**config.mk**
```make
export PLATFORM = sky130hd
export DESIGN_NAME = vmode_switch_bank
export DESIGN_NICKNAME = d
export VERILOG_FILES = /design/src/rtl/vmode_pkg.sv /design/src/rtl/vmode_decode.sv /design/src/rtl/vmode_latch.sv /design/src/rtl/vmode_status.sv /design/src/rtl/vmode_switch_bank.sv
export SDC_FILE = /design/constraint.sdc
export NUM_CORES = 1
export LEC_CHECK = 0
export CAP_MARGIN = 20
export CORE_MARGIN = 2
export CORE_UTILIZATION = 34
export DETAILED_ROUTE_END_ITERATION = 8
export PLACE_DENSITY = 0.79
export SYNTH_ARGS = -nofsm -noshare
export SYNTH_HDL_FRONTEND = slang
export SYNTH_SLANG_ARGS = --single-unit
```
**constraint.sdc**
```tcl
create_clock -name clk_i -period 1.4 [get_ports clk_i]
set_input_delay 0.28 -clock clk_i [delete_from_list [all_inputs] [get_ports clk_i]]
set_output_delay 0.28 -clock clk_i [all_outputs]
set_load 0.05 [all_outputs]
```
**src/rtl/vmode_pkg.sv**
```systemverilog
package vmode_pkg;
  localparam int NUM_SW   = 8;
  localparam int SW_TEXT  = 0;
  localparam int SW_MIXED = 1;
  localparam int SW_PAGE2 = 2;
  localparam int SW_HIRES = 3;
  localparam int SW_AN3   = 4;
  localparam int SW_ST80  = 5;
  localparam int SW_COL80 = 6;
  localparam int SW_ALT   = 7;
  localparam int SEL_W    = 3;
endpackage

```
**src/rtl/vmode_decode.sv**
```systemverilog
module vmode_decode
  import vmode_pkg::*;
#(
  parameter int ADDR_W = 16,
  parameter logic [ADDR_W-9:0] IO_PAGE = 'hC0,
  parameter logic [7:0] STATE_LO = 8'h68
) (
  input  logic [ADDR_W-1:0] addr_i,
  input  logic              wr_i,
  input  logic              valid_i,
  input  logic              state_bit_i,
  output logic [NUM_SW-1:0] ld_en_o,
  output logic [NUM_SW-1:0] ld_val_o,
  output logic              slow_o,
  output logic              stat_hit_o,
  output logic [SEL_W-1:0]  stat_sel_o
);
  logic [7:0] lo;
  logic       io_hit;

  assign lo         = addr_i[7:0];
  assign io_hit     = valid_i && (addr_i[ADDR_W-1:8] == IO_PAGE);
  assign stat_sel_o = lo[SEL_W-1:0];

  always_comb begin
    ld_en_o    = '0;
    ld_val_o   = '0;
    slow_o     = 1'b0;
    stat_hit_o = 1'b0;
    if (io_hit) begin
      unique case (lo[7:3])
        5'b01010: begin // 0x50-0x57 any access
          slow_o = 1'b1;
          ld_en_o[int'(lo[2:1])]  = 1'b1;
          ld_val_o[int'(lo[2:1])] = lo[0];
        end
        5'b01011: begin // 0x58-0x5F, only the top pair latches
          slow_o = 1'b1;
          if (lo[2:1] == 2'b11) begin
            ld_en_o[SW_AN3]  = 1'b1;
            ld_val_o[SW_AN3] = ~lo[0];
          end
        end
        5'b00000: begin
          if (wr_i && lo[2:1] == 2'b00) begin
            slow_o = 1'b1;
            ld_en_o[SW_ST80]  = 1'b1;
            ld_val_o[SW_ST80] = lo[0];
          end
        end
        5'b00001: begin
          if (wr_i && lo[2]) begin
            slow_o = 1'b1;
            if (lo[1]) begin
              ld_en_o[SW_ALT]  = 1'b1;
              ld_val_o[SW_ALT] = lo[0];
            end else begin
              ld_en_o[SW_COL80]  = 1'b1;
              ld_val_o[SW_COL80] = lo[0];
            end
          end
        end
        5'b00011: begin // status window 0x18-0x1F
          if (!wr_i) begin
            slow_o     = 1'b1;
            stat_hit_o = 1'b1;
          end
        end
        default: ;
      endcase
      if (wr_i && lo == STATE_LO) begin
        ld_en_o[SW_PAGE2]  = 1'b1;
        ld_val_o[SW_PAGE2] = state_bit_i;
      end
    end
  end
endmodule

```
**src/rtl/vmode_latch.sv**
```systemverilog
module vmode_latch #(
  parameter logic RESET_VAL = 1'b0
) (
  input  logic clk_i,
  input  logic rst_ni,
  input  logic en_i,
  input  logic d_i,
  output logic q_o
);
  always_ff @(posedge clk_i or negedge rst_ni) begin
    if (!rst_ni)   q_o <= RESET_VAL;
    else if (en_i) q_o <= d_i;
  end
endmodule

```
**src/rtl/vmode_status.sv**
```systemverilog
module vmode_status
  import vmode_pkg::*;
#(
  parameter int DATA_W = 8
) (
  input  logic [NUM_SW-1:0] sw_i,
  input  logic              vblank_i,
  input  logic              hit_i,
  input  logic [SEL_W-1:0]  sel_i,
  output logic [DATA_W-1:0] rdata_o
);
  logic flag;

  always_comb begin
    unique case (sel_i)
      3'd0: flag = sw_i[SW_ST80];
      3'd1: flag = vblank_i;
      3'd2: flag = sw_i[SW_TEXT];
      3'd3: flag = sw_i[SW_MIXED];
      3'd4: flag = sw_i[SW_PAGE2];
      3'd5: flag = sw_i[SW_HIRES];
      3'd6: flag = sw_i[SW_ALT];
      default: flag = sw_i[SW_COL80];
    endcase
  end

  assign rdata_o = hit_i ? {flag, {(DATA_W-1){1'b0}}} : '0;
endmodule

```
**src/rtl/vmode_switch_bank.sv**
```systemverilog
module vmode_switch_bank
  import vmode_pkg::*;
#(
  parameter int ADDR_W = 16,
  parameter int DATA_W = 8,
  parameter int PAGE_BIT = 6,
  parameter logic [ADDR_W-9:0] IO_PAGE = 'hC0,
  parameter logic [7:0] STATE_LO = 8'h68
) (
  input  logic              clk_i,
  input  logic              rst_ni,
  input  logic [ADDR_W-1:0] addr_i,
  input  logic              wr_i,
  input  logic              valid_i,
  input  logic [DATA_W-1:0] wdata_i,
  input  logic              vblank_i,
  output logic [DATA_W-1:0] rdata_o,
  output logic              slow_o,
  output logic              text_o,
  output logic              mixed_o,
  output logic              page2_o,
  output logic              hires_o,
  output logic              an3_o,
  output logic              store80_o,
  output logic              col80_o,
  output logic              altchar_o
);
  logic [NUM_SW-1:0] ld_en, ld_val, sw_q;
  logic              stat_hit;
  logic [SEL_W-1:0]  stat_sel;
  logic              unused_wdata;

  assign unused_wdata = ^wdata_i;

  vmode_decode #(
    .ADDR_W(ADDR_W), .IO_PAGE(IO_PAGE), .STATE_LO(STATE_LO)
  ) u_decode (
    .addr_i(addr_i), .wr_i(wr_i), .valid_i(valid_i),
    .state_bit_i(wdata_i[PAGE_BIT]),
    .ld_en_o(ld_en), .ld_val_o(ld_val), .slow_o(slow_o),
    .stat_hit_o(stat_hit), .stat_sel_o(stat_sel)
  );

  for (genvar g = 0; g < NUM_SW; g++) begin : g_sw
    vmode_latch #(.RESET_VAL(1'b0)) u_latch (
      .clk_i(clk_i), .rst_ni(rst_ni),
      .en_i(ld_en[g]), .d_i(ld_val[g]), .q_o(sw_q[g])
    );
  end

  vmode_status #(.DATA_W(DATA_W)) u_status (
    .sw_i(sw_q), .vblank_i(vblank_i), .hit_i(stat_hit),
    .sel_i(stat_sel), .rdata_o(rdata_o)
  );

  assign text_o    = sw_q[SW_TEXT];
  assign mixed_o   = sw_q[SW_MIXED];
  assign page2_o   = sw_q[SW_PAGE2];
  assign hires_o   = sw_q[SW_HIRES];
  assign an3_o     = sw_q[SW_AN3];
  assign store80_o = sw_q[SW_ST80];
  assign col80_o   = sw_q[SW_COL80];
  assign altchar_o = sw_q[SW_ALT];


  text_load_chk: assert property (@(posedge clk_i) disable iff (!rst_ni)
    valid_i && addr_i == {IO_PAGE, 8'h51} |=> text_o);

  an3_inv_chk: assert property (@(posedge clk_i) disable iff (!rst_ni)
    valid_i && addr_i == {IO_PAGE, 8'h5E} |=> an3_o);

  wo_read_hold_chk: assert property (@(posedge clk_i) disable iff (!rst_ni)
    valid_i && !wr_i && addr_i == {IO_PAGE, 8'h0D} |=> $stable(col80_o));

  rdata_low_zero_chk: assert property (@(posedge clk_i) disable iff (!rst_ni)
    rdata_o[DATA_W-2:0] == '0);

  stat_slow_chk: assert property (@(posedge clk_i) disable iff (!rst_ni)
    valid_i && !wr_i && addr_i == {IO_PAGE, 8'h1C} |-> slow_o && rdata_o[DATA_W-1] == page2_o);

  state_page_chk: assert property (@(posedge clk_i) disable iff (!rst_ni)
    valid_i && wr_i && addr_i == {IO_PAGE, STATE_LO} |=> page2_o == $past(wdata_i[PAGE_BIT]));

  idle_hold_chk: assert property (@(posedge clk_i) disable iff (!rst_ni)
    !valid_i |=> $stable(sw_q));
endmodule

```
==> metrics.md <==
| Metric | Value |
|---|---|
| Critical Path Max Stage Delay | `around 390 ps` |
| P_leak | `about 0.67 nW` |
| Most frequent cells in the layout | `buf_4 (31), buf_6 (10), buf_12 (9)` |
| Root Driver | `clkbuf_4` |
| Drt first pass iters | `4` |
| Final layout net count | `roughly 170` |
| Hold Path Class | `input pin to async pin` |
| Worst-path clk slew | `about 70 ps` |
| Max_cap viols | `0` |
| Period utilization | `130%` |
| Power per cell area | `426 nW/um^2` |
| Grt peak-use layer | `met2` |
| #FFs+latches synth | `8` |
| Num CTS Buffers | `3` |
| Post-synthesis cell count | `69` |
| Final weighted congestion in routability-driven placement | `just under 0.9` |
| CTS tree | `yes` |
| Die Width | `~48 um` |
| Top post-synthesis cells by area | `dfrtp_1 (31%), buf_4 (9.2%), mux2_1 (8.7%)` |
| Synth top area share | `a little under a third` |
| DRC violations left | `0` |
| FP Rows | `15` |
| Total gr overflow | `0` |
| Largest net degree at the start of global routing | `9` |
| Slowest cell on the critical path | `dfrtp_2` |
| Critical-path maximum fanout | `3` |
| RSZ-0062 raised after global routing | `true` |
| Slack of the critical path | `-414 ps` |
| Crit start category | `register` |
| Std-Cell Core Area | `~1800 um^2` |
| Io pins | `46` |
| Skew-Pair Late Insertion Delay | `about 280 ps` |
| Met3 usage | `roughly 6.8%` |
| Max reg flops | `8` |
| GRT Overall Usage | `about a quarter` |
| Die ar. | `roughly 2300 um^2` |
| Unique masters post-synth | `35` |
| Status | `finished with violations` |
| Fin area | `approximately 1600 um^2` |
| Vias post-DR | `~900` |
| Commonest non-fill, non-tap cell in the layout | `buf_4` |
| Setup TNS | `-861 ps` |
| Final worst path period need | `approximately 1800 ps` |
| Initial antenna violation count | `0` |
| Final number of setup-violating endpoints | `6` |
| Worst path arrival time | `1530 ps` |
| Wire per inst | `18.0 um` |
| Max Buffers Root-to-Sink | `2` |
| DR iter-0 viols | `14` |
| Cts hold-fix bufs | `0` |
| IR drop worst, VDD | `~0.63 mV` |
| Seq/Total Area, Yosys | `between 30 and 40%` |
| DP Wirelength | `1.66 mm` |
| Most flops, register | `g_sw.u_latch.q_o` |
| Ant diodes | `0` |
| CP Class | `register to output port` |
| Area grow syn2layout | `139%` |
| Die span in y | `47.7 um` |
| Global Route met2 Usage | `37.3%` |
| Yosys Warn Count | `0` |
| Final wirelength | `just under 3 mm` |
| First-pass GRT wire length | `3.66 mm` |
| CP Capture Type | `output port` |
| H-tree levels | `1` |
| Syn Std Cell Area | `approximately 650 um^2` |
| Number of routed nets with antenna violations | `0` |
| Placement-stage cell area | `1260 um^2` |
| CP cell instances | `o21ai_0, nand2_1, a2bb2oi_2, a2111oi_4, clkbuf_16` |
| Layout Skew | `0 ps` |
| Max Slew Vio Count | `0` |
| Avg Cell Area, Syn | `9.43 um^2` |
| Share of cells above drive strength 1 | `73.7%` |
| FMAX | `approximately 550 MHz` |
| Vias per Instance | `between 5 and 6` |
| Buffers on Ports | `31` |
| Failing checks | `negative setup slack` |
| M1 GR Usage | `between 20% and 30%` |
| Number of global-route vias before repair | `roughly 780` |
| Top cell type by total area after synthesis | `dfrtp_1` |
| Clk sinks | `8` |
| CP required | `1120 ps` |
| Largest regs | `g_sw.u_latch.q_o: 8 flops` |
| Final hold vios | `0` |
| Initial core utilization | `36.9%` |
## through the flow
stage	total power, W	worst slack [ps]	hold slack, ps	utilization [%]	cells
final	0.000662	-414	302	88.1	162
after global routing	0.000693	-485	328	88.1	162
after CTS	0.000635	-392	298	80.2	153
after detailed placement	0.000420	-740	551	71.6	141
after global placement	0.000417	-668	547	71.6	141
after floorplan	0.000333	-422	-15.6	-	75
## final cells by class
class                   instances  area, um^2
repair buffers                 68         674
multi-input cells              57         613
fillers                        90         210
flip-flops and latches          8         209
well taps                      25        31.3
clock buffers                   4        26.3
## synth_stat cells (all sizes together)
cell type / n
nand4bb: 2
o2bb2ai: 1
a2111oi: 1
mux2: 6
o31ai: 1
nor3: 1
buf: 9
nor4b: 1
a2bb2oi: 1
dfrtp: 8
nand3b: 1
nand2b: 1
nor2b: 1
nand4: 3
nor3b: 2
and4b: 1
and2b: 1
o41ai: 1
a22oi: 2
a41oi: 1
conb: 1
nand3: 5
nor4: 2
clkbuf: 1
nand2: 3
o21ai: 3
mux2i: 1
and4: 2
nor2: 5
and3: 1
## final timing paths
kind | cells past startpoint | end | slack [ps] | start
max | 5 | rdata_o[7] | -410 | g_sw[7].u_latch.q_o
min | 1 | g_sw[0].u_latch.q_o | 300 | rst_ni
max reg2reg | 3 | g_sw[5].u_latch.q_o | 360 | g_sw[5].u_latch.q_o
min reg2reg | 1 | g_sw[7].u_latch.q_o | 560 | g_sw[7].u_latch.q_o
max in group asynchronous | 1 | g_sw[6].u_latch.q_o | 770 | rst_ni
min in group clk_i | 2 | g_sw[1].u_latch.q_o | 470 | addr_i[0]
## critical path: cells and delay by family, from the launching register on
| family | cells | cell delay [ps] |
|---|---|---|
| buf+inv | 1 | 230 |
| compound gates | 3 | 540 |
| flops | 1 | 390 |
| simple gates | 1 | 100 |
## cell families (layout without fill, tap and decap cells)
group / count (synthesis) / in the layout / share of synthesized area (%)
flip-flops: 8 / 8 / 30.8
AO/OA/AOI/OAI: 11 / 11 / 12.7
AND/OR/NAND/NOR: 32 / 32 / 32.9
buffers and inverters: 10 / 72 / 10.6
other: 1 / 7 / 0.576
multiplexers: 7 / 7 / 12.5
## report_power, final
group / switching [W] / internal, W / total, W / leakage (nW)
registers: 0.000000127 / 0.000231 / 0.000231 / 0.100
logic: 0.000127 / 0.0000974 / 0.000225 / 0.560
clock network: 0.0000959 / 0.000110 / 0.000206 / 0.0150
total: 0.000223 / 0.000439 / 0.000662 / 0.675
## routing by layer
layer / part of all wire, % / wire length [um]
met5: 0 / 0
met4: 4.7 / 136
met3: 7.8 / 228
met2: 50 / 1470
met1: 37 / 1080
## timing repair
item                                    CTS  global route
pin swaps                                16            17
endpoints found under the setup margin   10            10
buffers inserted                          8            10
resized for setup                        61            37
Power figures use the tool's default switching activity.
